==> src/rtl/status_pkg.sv <==
package status_pkg;

   // Field bit positions. These are architectural: other units decode them.
   localparam int B_SIE  = 1;
   localparam int B_MIE  = 3;
   localparam int B_SPIE = 5;
   localparam int B_MPIE = 7;
   localparam int B_SPP  = 8;
   localparam int B_MPP  = 11;   // two bits, 12:11
   localparam int B_FS   = 13;   // two bits, 14:13
   localparam int B_XS   = 15;   // two bits, 16:15
   localparam int B_MPRV = 17;
   localparam int B_SUM  = 18;
   localparam int B_MXR  = 19;
   localparam int B_TVM  = 20;
   localparam int B_TW   = 21;
   localparam int B_TSR  = 22;

   localparam int FIELD_TOP = 22;   // highest implemented storage bit

   typedef logic [63:0] mask64_t;

   function automatic mask64_t bit1(input int pos);
      mask64_t m;
      m = '0;
      m[pos] = 1'b1;
      return m;
   endfunction

   function automatic mask64_t bit2(input int pos);
      return bit1(pos) | bit1(pos + 1);
   endfunction

   function automatic mask64_t xs_field();
      return bit2(B_XS);
   endfunction

   // Bits a machine-view write may change; XS joins when the extension exists.
   function automatic mask64_t mach_wr_mask(input logic ext);
      mask64_t m;
      m = bit1(B_SIE) | bit1(B_MIE) | bit1(B_SPIE) | bit1(B_MPIE) |
          bit1(B_SPP) | bit2(B_MPP) | bit2(B_FS)   | bit1(B_MPRV) |
          bit1(B_SUM) | bit1(B_MXR) | bit1(B_TVM)  | bit1(B_TW)   |
          bit1(B_TSR);
      if (ext) m = m | xs_field();
      return m;
   endfunction

   // Bits a supervisor-view write may change, before the machine gate.
   function automatic mask64_t sup_wr_mask();
      return bit1(B_SIE) | bit1(B_SPIE) | bit1(B_SPP) | bit2(B_FS) |
             xs_field()  | bit1(B_SUM)  | bit1(B_MXR);
   endfunction

   // Stored bits visible through each view.
   function automatic mask64_t mach_rd_mask();
      return mach_wr_mask(1'b1);
   endfunction

   function automatic mask64_t sup_rd_mask();
      return sup_wr_mask();
   endfunction

   // Fields whose change invalidates cached translations.
   function automatic mask64_t xlate_mask();
      return bit2(B_MPP) | bit1(B_MPRV) | bit1(B_SUM) | bit1(B_MXR);
   endfunction

   // Fields only the machine view may touch.
   function automatic mask64_t mach_only_mask();
      return mach_wr_mask(1'b1) & ~sup_wr_mask();
   endfunction

endpackage

==> src/rtl/stat_mask_gen.sv <==
module stat_mask_gen
   import status_pkg::*;
#(
   parameter int XLEN = 64
) (
   input  logic            sel_sup,
   input  logic            ext_present,
   output logic [XLEN-1:0] wr_mask,
   output logic [XLEN-1:0] rd_mask
);

   mask64_t mw_ext;
   mask64_t mw_noext;
   mask64_t mw;
   mask64_t wr_full;
   mask64_t rd_full;

   always_comb begin
      mw_ext   = mach_wr_mask(1'b1);
      mw_noext = mach_wr_mask(1'b0);
      mw       = ext_present ? mw_ext : mw_noext;
      // Supervisor writes pass through the machine gate as well.
      wr_full  = sel_sup ? (sup_wr_mask() & mw) : mw;
      rd_full  = sel_sup ? sup_rd_mask() : mach_rd_mask();
   end

   assign wr_mask = wr_full[XLEN-1:0];
   assign rd_mask = rd_full[XLEN-1:0];

endmodule

==> src/rtl/stat_dirty_sum.sv <==
module stat_dirty_sum
   import status_pkg::*;
#(
   parameter int XLEN = 64
) (
   input  logic [XLEN-1:0] state_q,
   output logic [XLEN-1:0] sd_vec
);

   localparam int SD_POS = XLEN - 1;

   logic fs_dirty;
   logic xs_dirty;

   assign fs_dirty = &state_q[B_FS+1:B_FS];
   assign xs_dirty = &state_q[B_XS+1:B_XS];

   generate
      if (XLEN == 64) begin : g_sd64
         always_comb begin
            sd_vec = '0;
            sd_vec[63] = fs_dirty | xs_dirty;
         end
      end else begin : g_sd32
         always_comb begin
            sd_vec = '0;
            sd_vec[SD_POS] = fs_dirty | xs_dirty;
         end
      end
   endgenerate

endmodule

==> src/rtl/stat_flush_det.sv <==
module stat_flush_det
   import status_pkg::*;
#(
   parameter int XLEN = 64
) (
   input  logic            clk,
   input  logic            rst_n,
   input  logic            wr_fire,
   input  logic [XLEN-1:0] old_val,
   input  logic [XLEN-1:0] new_val,
   output logic            flush
);

   localparam mask64_t XM64 = xlate_mask();
   localparam logic [XLEN-1:0] XM = XM64[XLEN-1:0];

   logic changed;

   assign changed = |((old_val ^ new_val) & XM);

   always_ff @(posedge clk or negedge rst_n) begin
      if (!rst_n) flush <= 1'b0;
      else        flush <= wr_fire & changed;
   end

endmodule

==> src/rtl/status_csr_unit.sv <==
module status_csr_unit
   import status_pkg::*;
#(
   parameter int XLEN = 64
) (
   input  logic            clk,
   input  logic            rst_n,
   input  logic            csr_sel_sup,
   input  logic            csr_we,
   input  logic [XLEN-1:0] csr_wdata,
   input  logic            ext_present,
   output logic [XLEN-1:0] csr_rdata,
   output logic            tlb_flush
);

   generate
      if (!(XLEN == 32 || XLEN == 64)) begin : g_bad_xlen
         $error("status_csr_unit: XLEN must be 32 or 64");
      end
      if (XLEN - 1 <= FIELD_TOP) begin : g_bad_room
         $error("status_csr_unit: XLEN too small for field layout");
      end
   endgenerate

   logic [XLEN-1:0] store_q;
   logic [XLEN-1:0] store_d;
   logic [XLEN-1:0] wr_mask;
   logic [XLEN-1:0] rd_mask;
   logic [XLEN-1:0] sd_vec;

   stat_mask_gen #(.XLEN(XLEN)) u_mask (
      .sel_sup     (csr_sel_sup),
      .ext_present (ext_present),
      .wr_mask     (wr_mask),
      .rd_mask     (rd_mask)
   );

   assign store_d = (store_q & ~wr_mask) | (csr_wdata & wr_mask);

   always_ff @(posedge clk or negedge rst_n) begin
      if (!rst_n)      store_q <= '0;
      else if (csr_we) store_q <= store_d;
   end

   stat_dirty_sum #(.XLEN(XLEN)) u_sd (
      .state_q (store_q),
      .sd_vec  (sd_vec)
   );

   stat_flush_det #(.XLEN(XLEN)) u_flush (
      .clk     (clk),
      .rst_n   (rst_n),
      .wr_fire (csr_we),
      .old_val (store_q),
      .new_val (store_d),
      .flush   (tlb_flush)
   );

   assign csr_rdata = (store_q & rd_mask) | sd_vec;

endmodule

==> config.mk <==
export PLATFORM = sky130hd
export DESIGN_NAME = status_csr_unit
export DESIGN_NICKNAME = d
export VERILOG_FILES = /design/src/rtl/status_pkg.sv /design/src/rtl/stat_mask_gen.sv /design/src/rtl/stat_dirty_sum.sv /design/src/rtl/stat_flush_det.sv /design/src/rtl/status_csr_unit.sv
export SDC_FILE = /design/constraint.sdc
export NUM_CORES = 1
export LEC_CHECK = 0
export BUFFER_PORTS_ARGS = -buffer_cell sky130_fd_sc_hd__buf_4
export CAP_MARGIN = 5
export CORE_MARGIN = 2
export CORE_UTILIZATION = 29
export CTS_CLUSTER_DIAMETER = 50
export DETAILED_ROUTE_END_ITERATION = 6
export PLACE_DENSITY = 0.44
export SETUP_SLACK_MARGIN = 0.02
export SYNTH_ARGS = -nofsm -noshare
export SYNTH_HDL_FRONTEND = slang
export SYNTH_HIERARCHICAL = 1
export SYNTH_SLANG_ARGS = --single-unit
==> constraint.sdc <==
create_clock -name clk -period 1.7 [get_ports clk]
set_input_delay 0.34 -clock clk [delete_from_list [all_inputs] [get_ports clk]]
set_output_delay 0.34 -clock clk [all_outputs]
set_load 0.01 [all_outputs]
# [After elaboration in Yosys (flattened, before gate mapping)]
# Cells that the tools add are included.
[word_totals] reg_bits=65 latchBits=0 ramBits=0 romBits=0 in_bits=69 output_inout_bits=65 elab_cells=17 mem_count=0
[op_classes] n_addsub=0 mul=0 n_div=0 order_cmp=0 n_eq_ne=0 n_shift=0 mux=3 n_bitwise=9 reduce_logical=3
[op_table] op="bitwise AND 64 bit" count=2
[op_table] op="bitwise OR 64 bit" count=2
[op_table] op="bitwise AND 64 x 23 -> 64 bit" count=1
[op_table] op="2-to-1 mux 64 bit" count=1
[op_table] op="inverter 64 bit" count=1
[op_table] op="2-to-1 mux 23 bit" count=1
[op_table] op="bitwise XOR 20 bit" count=1
[op_table] op="2-to-1 mux 17 bit" count=1
[op_table] op="OR reduction 5 bit" count=1
[op_table] op="AND reduction 2 bit" count=2
[op_table] op="bitwise AND 1 bit" count=1
[op_table] op="bitwise OR 1 bit" count=1

# [Longest topological paths before layout]
[depth] word_depth=8 ltp_mapped=6 depth_no_buf=5

# [Modules after synthesis]
# The synthesis kept the hierarchy.
[by_module_without_submodules] mod="status_csr_unit" instances=1 cells_each=327 area_per_inst_um2=4090.2 seq_area_each_um2=1601.5
[by_module_without_submodules] mod="stat_mask_gen" instances=1 cells_each=130 area_per_inst_um2=964.7 seq_area_each_um2=0.0
[by_module_without_submodules] mod="stat_dirty_sum" instances=1 cells_each=65 area_per_inst_um2=485.5 seq_area_each_um2=0.0
[by_module_without_submodules] mod="stat_flush_det" instances=1 cells_each=8 area_per_inst_um2=82.6 seq_area_each_um2=25.0

# [Worst setup path before layout]
# No wires, ideal clock.
[synth_path] kind="input port to flip-flop" startpoint="input port csr_sel_sup" endpoint="register u_flush.flush" setup_ns=0.124 arrival_ns=1.594 required_ns=1.576 slack_ns=-0.018 path_stages=6 cell_sequence="inv_1 -> buf_4 -> mux2_2 -> xnor2_1 -> nand3_1 -> o31a_1"
[synth_between] elab_chain_cells=7 word_cells_on_any_way=8 classes_between="1 x mux; 6 x bitwise; 1 x reduce/logical"
[synth_lines] element="start, declared" line_no="status_csr_unit.sv:8" rtl="input logic csr_sel_sup,"
[synth_lines] element="2-to-1 mux 64 bit (*)" line_no="stat_mask_gen.sv:23" rtl="wr_full = sel_sup ? (sup_wr_mask() & mw) : mw;"
[synth_lines] element="named net wr_mask[12]" line_no="status_csr_unit.sv:27" rtl="logic [XLEN-1:0] wr_mask;"
[synth_lines] element="inverter 64 bit" line_no="status_csr_unit.sv:38" rtl="assign store_d = (store_q & ~wr_mask) | (csr_wdata & wr_mask);"
[synth_lines] element="bitwise AND 64 bit" line_no="status_csr_unit.sv:38"
[synth_lines] element="bitwise OR 64 bit (*)" line_no="status_csr_unit.sv:38"
[synth_lines] element="named net store_d[12]" line_no="status_csr_unit.sv:26" rtl="logic [XLEN-1:0] store_d;"
[synth_lines] element="bitwise XOR 20 bit (*)" line_no="stat_flush_det.sv:19" rtl="assign changed = |((old_val ^ new_val) & XM);"
[synth_lines] element="OR reduction 5 bit (*)" line_no="stat_flush_det.sv:19"
[synth_lines] element="bitwise AND 1 bit (*)" line_no="stat_flush_det.sv:23" rtl="else flush <= wr_fire & changed;"
[synth_lines] element="end signal, assigned" line_no="stat_flush_det.sv:23"
[synth_lines] element="end, declared" line_no="stat_flush_det.sv:11" rtl="output logic flush"
# Mark *: on every way through the listed nets, which the timed path passes. The rest lies on a longest branch.
# A chain may end at the register's enable or synchronous reset.

# [Final worst setup path]
[layout_path] startpoint="register store_q[13]" endpoint="output port csr_rdata[63]"
[layout_between] elab_chain_cells=3
[layout_lines] element="start, declared" line_no="status_csr_unit.sv:25" rtl="logic [XLEN-1:0] store_q;"
[layout_lines] element="start signal, assigned" line_no="status_csr_unit.sv:42" rtl="else if (csr_we) store_q <= store_d;"
[layout_lines] element="AND reduction 2 bit" line_no="stat_dirty_sum.sv:15" rtl="assign fs_dirty = &state_q[B_FS+1:B_FS];"
[layout_lines] element="bitwise OR 1 bit" line_no="stat_dirty_sum.sv:22" rtl="sd_vec[63] = fs_dirty | xs_dirty;"
[layout_lines] element="named net sd_vec[63]" line_no="status_csr_unit.sv:29" rtl="logic [XLEN-1:0] sd_vec;"
[layout_lines] element="bitwise OR 64 bit" line_no="status_csr_unit.sv:59" rtl="assign csr_rdata = (store_q & rd_mask) | sd_vec;"
[layout_lines] element="end, declared" line_no="status_csr_unit.sv:12" rtl="output logic [XLEN-1:0] csr_rdata,"
# The timed path passes the listed nets, and every way through them passes these cells.

==> impl_metrics.json <==
{
  "syn_to_final_growth_pct": 8.07,
  "drv_cap": 0,
  "grt_pass1_vias": 2655,
  "vdd_drop_max_mv": 0.395,
  "regArea_sq_um": 1630,
  "fp.coreArea_sq_um": 16600,
  "drive_above_1_share": 0.318,
  "rows": 47,
  "grt_busiest_layer": "met2",
  "track_usage": 0.0944,
  "use_met2": 0.146,
  "rrSetupSlack_ns": 0.26,
  "finClkSkew_ns": 0.00174,
  "run_status": "finished, final reports clean",
  "drc_errors": 0,
  "netlist_area_sq_um": 4960,
  "diodes": 0,
  "syn_inst": 471,
  "hold_slack_ns": 0.243,
  "wire_per_inst_um": 10.6,
  "final_cell_mix": "173 x conb_1, 92 x buf_4, 65 x dfrtp_1",
  "portBuffers": 87,
  "setup_viol": 0,
  "hold_viol": 0,
  "layout_commonest_cell": "conb_1",
  "rsz0062_at_grt": "no",
  "worstHoldPathType": "in2reg",
  "drt_iter0_markers": 36,
  "clock_latency_ns": 0.33,
  "critPathLaunchType": "flop",
  "crit_arrival_ns": 1.25,
  "grt_pass1_wl_um": 13200,
  "grtUsageMet3": 0.0323,
  "period_share": 0.936,
  "wirelength_um": 8210,
  "slew_viol_final": 0,
  "clk_root_buffer_cell": "clkbuf_16",
  "gp_congestion": 0.718,
  "start_util": 0.298,
  "cp.required_ns": 1.36,
  "fmax_mhz": 629,
  "critPathKind": "reg2out",
  "clockBufferDepth": 2,
  "post_synth.cell_area_avg_sq_um": 10.5,
  "power_density_nw_per_um2": 891,
  "drtAntennaViolNets": 0,
  "min_period_ns": 1.59,
  "die_h_um": 135,
  "num_vias": 2620,
  "cts.sink_count": 65,
  "cp_max_fo": 3,
  "dpl.hpwl_um": 6030,
  "dieArea_sq_um": 18200,
  "n_fill_cell": 1730,
  "via_per_inst": 3.39,
  "grt_start_max_net_pins": 35,
  "cp-end-kind": "primary output",
  "cts_tree": "yes",
  "internal_power_mw": 3.56,
  "overflow": 0,
  "finalSetupTns_ns": 0,
  "ios": 134,
  "p_sw_frac": 0.254,
  "dieWidth_um": 135,
  "ys_warn_count": 6,
  "cts_buffers": 9,
  "cts_htree_levels": 3,
  "clkTransAtPathRegs_ns": 0.05,
  "power_frac_clock": 0.386,
  "drt_pass1_iterations": 4,
  "multi_input_area_sq_um": 2440,
  "p_comb_frac": 0.210,
  "seqPwrFrac": 0.404,
  "nets": 618,
  "gr-usage-met1": 0.116,
  "p_leak_nw": 3.03,
  "antenna_found_initial": 0,
  "power.switching_mw": 1.21
}
power by group through the flow:
| stage | logic [mW] | clock network (mW) | registers [mW] |
|---|---|---|---|
| finish | 1.00 | 1.84 | 1.93 |
| global route | 1.11 | 2.00 | 1.96 |
| CTS | 1.00 | 1.93 | 1.93 |
| detailed placement | 0.999 | 0 | 1.95 |
| global placement | 0.983 | 0 | 1.95 |
| floorplan | 1.04 | 0 | 1.90 |
timing repair:
action                                 4_1_cts  5_1_grt
gates resized for setup                      0        0
setup endpoints to repair                    0        0
hold buffers                                 1        0
endpoints found under the hold margin       31        0
setup buffers                                0        0
layer usage:
layer  wire length [um]  vias to the layer above
met5                  0                        -
met4                160                        0
met3                620                        9
met2               3840                       81
met1               3600                     1185
li1                   -                     1345
registers in the layout (all words and copies together) (netlist names):
| register | count |
|---|---|
| store_q | 64 |
| u_flush/flush | 1 |
cell type report:
cell class	instances	area share
sequential	65	0.304
timing repair buffer	94	0.134
clock inverter	3	0.00747
clock buffer	13	0.0467
multi-input combinational	378	0.455
tap	220	0.0514
inverter	1	0.00140
critical path: stages, from the launching register on:
cell,delay (ns)
dfrtp_1,0.40
a22o_1,0.23
a21o_1,0.15
buf_4,0.14
per-stage QoR:
| step | power [mW] | setup WS, ns | util | instances | cell area [sq um] |
|---|---|---|---|---|---|
| CTS | 4.87 | 0.0758 | 0.322 | 774 | 5360 |
| floorplan | 2.94 | 0.113 | - | 641 | 5600 |
| finish | 4.77 | 0.109 | 0.322 | 774 | 5360 |
| global placement | 2.93 | 0.120 | 0.304 | 757 | 5060 |
| global route | 5.06 | 0.0297 | 0.322 | 774 | 5360 |
| detailed placement | 2.95 | 0.0895 | 0.304 | 757 | 5060 |
final timing paths:
| path | start | end | cells past startpoint |
|---|---|---|---|
| max | store_q[13] | csr_rdata[63] | 3 |
| min | csr_wdata[21] | store_q[21] | 2 |
| max reg2reg | store_q[11] | u_flush/flush | 4 |
| min reg2reg | store_q[22] | store_q[22] | 1 |
| max in group asynchronous | rst_n | u_flush/flush | 3 |
| min in group asynchronous | rst_n | store_q[54] | 2 |
Power figures use the tool's default switching activity.
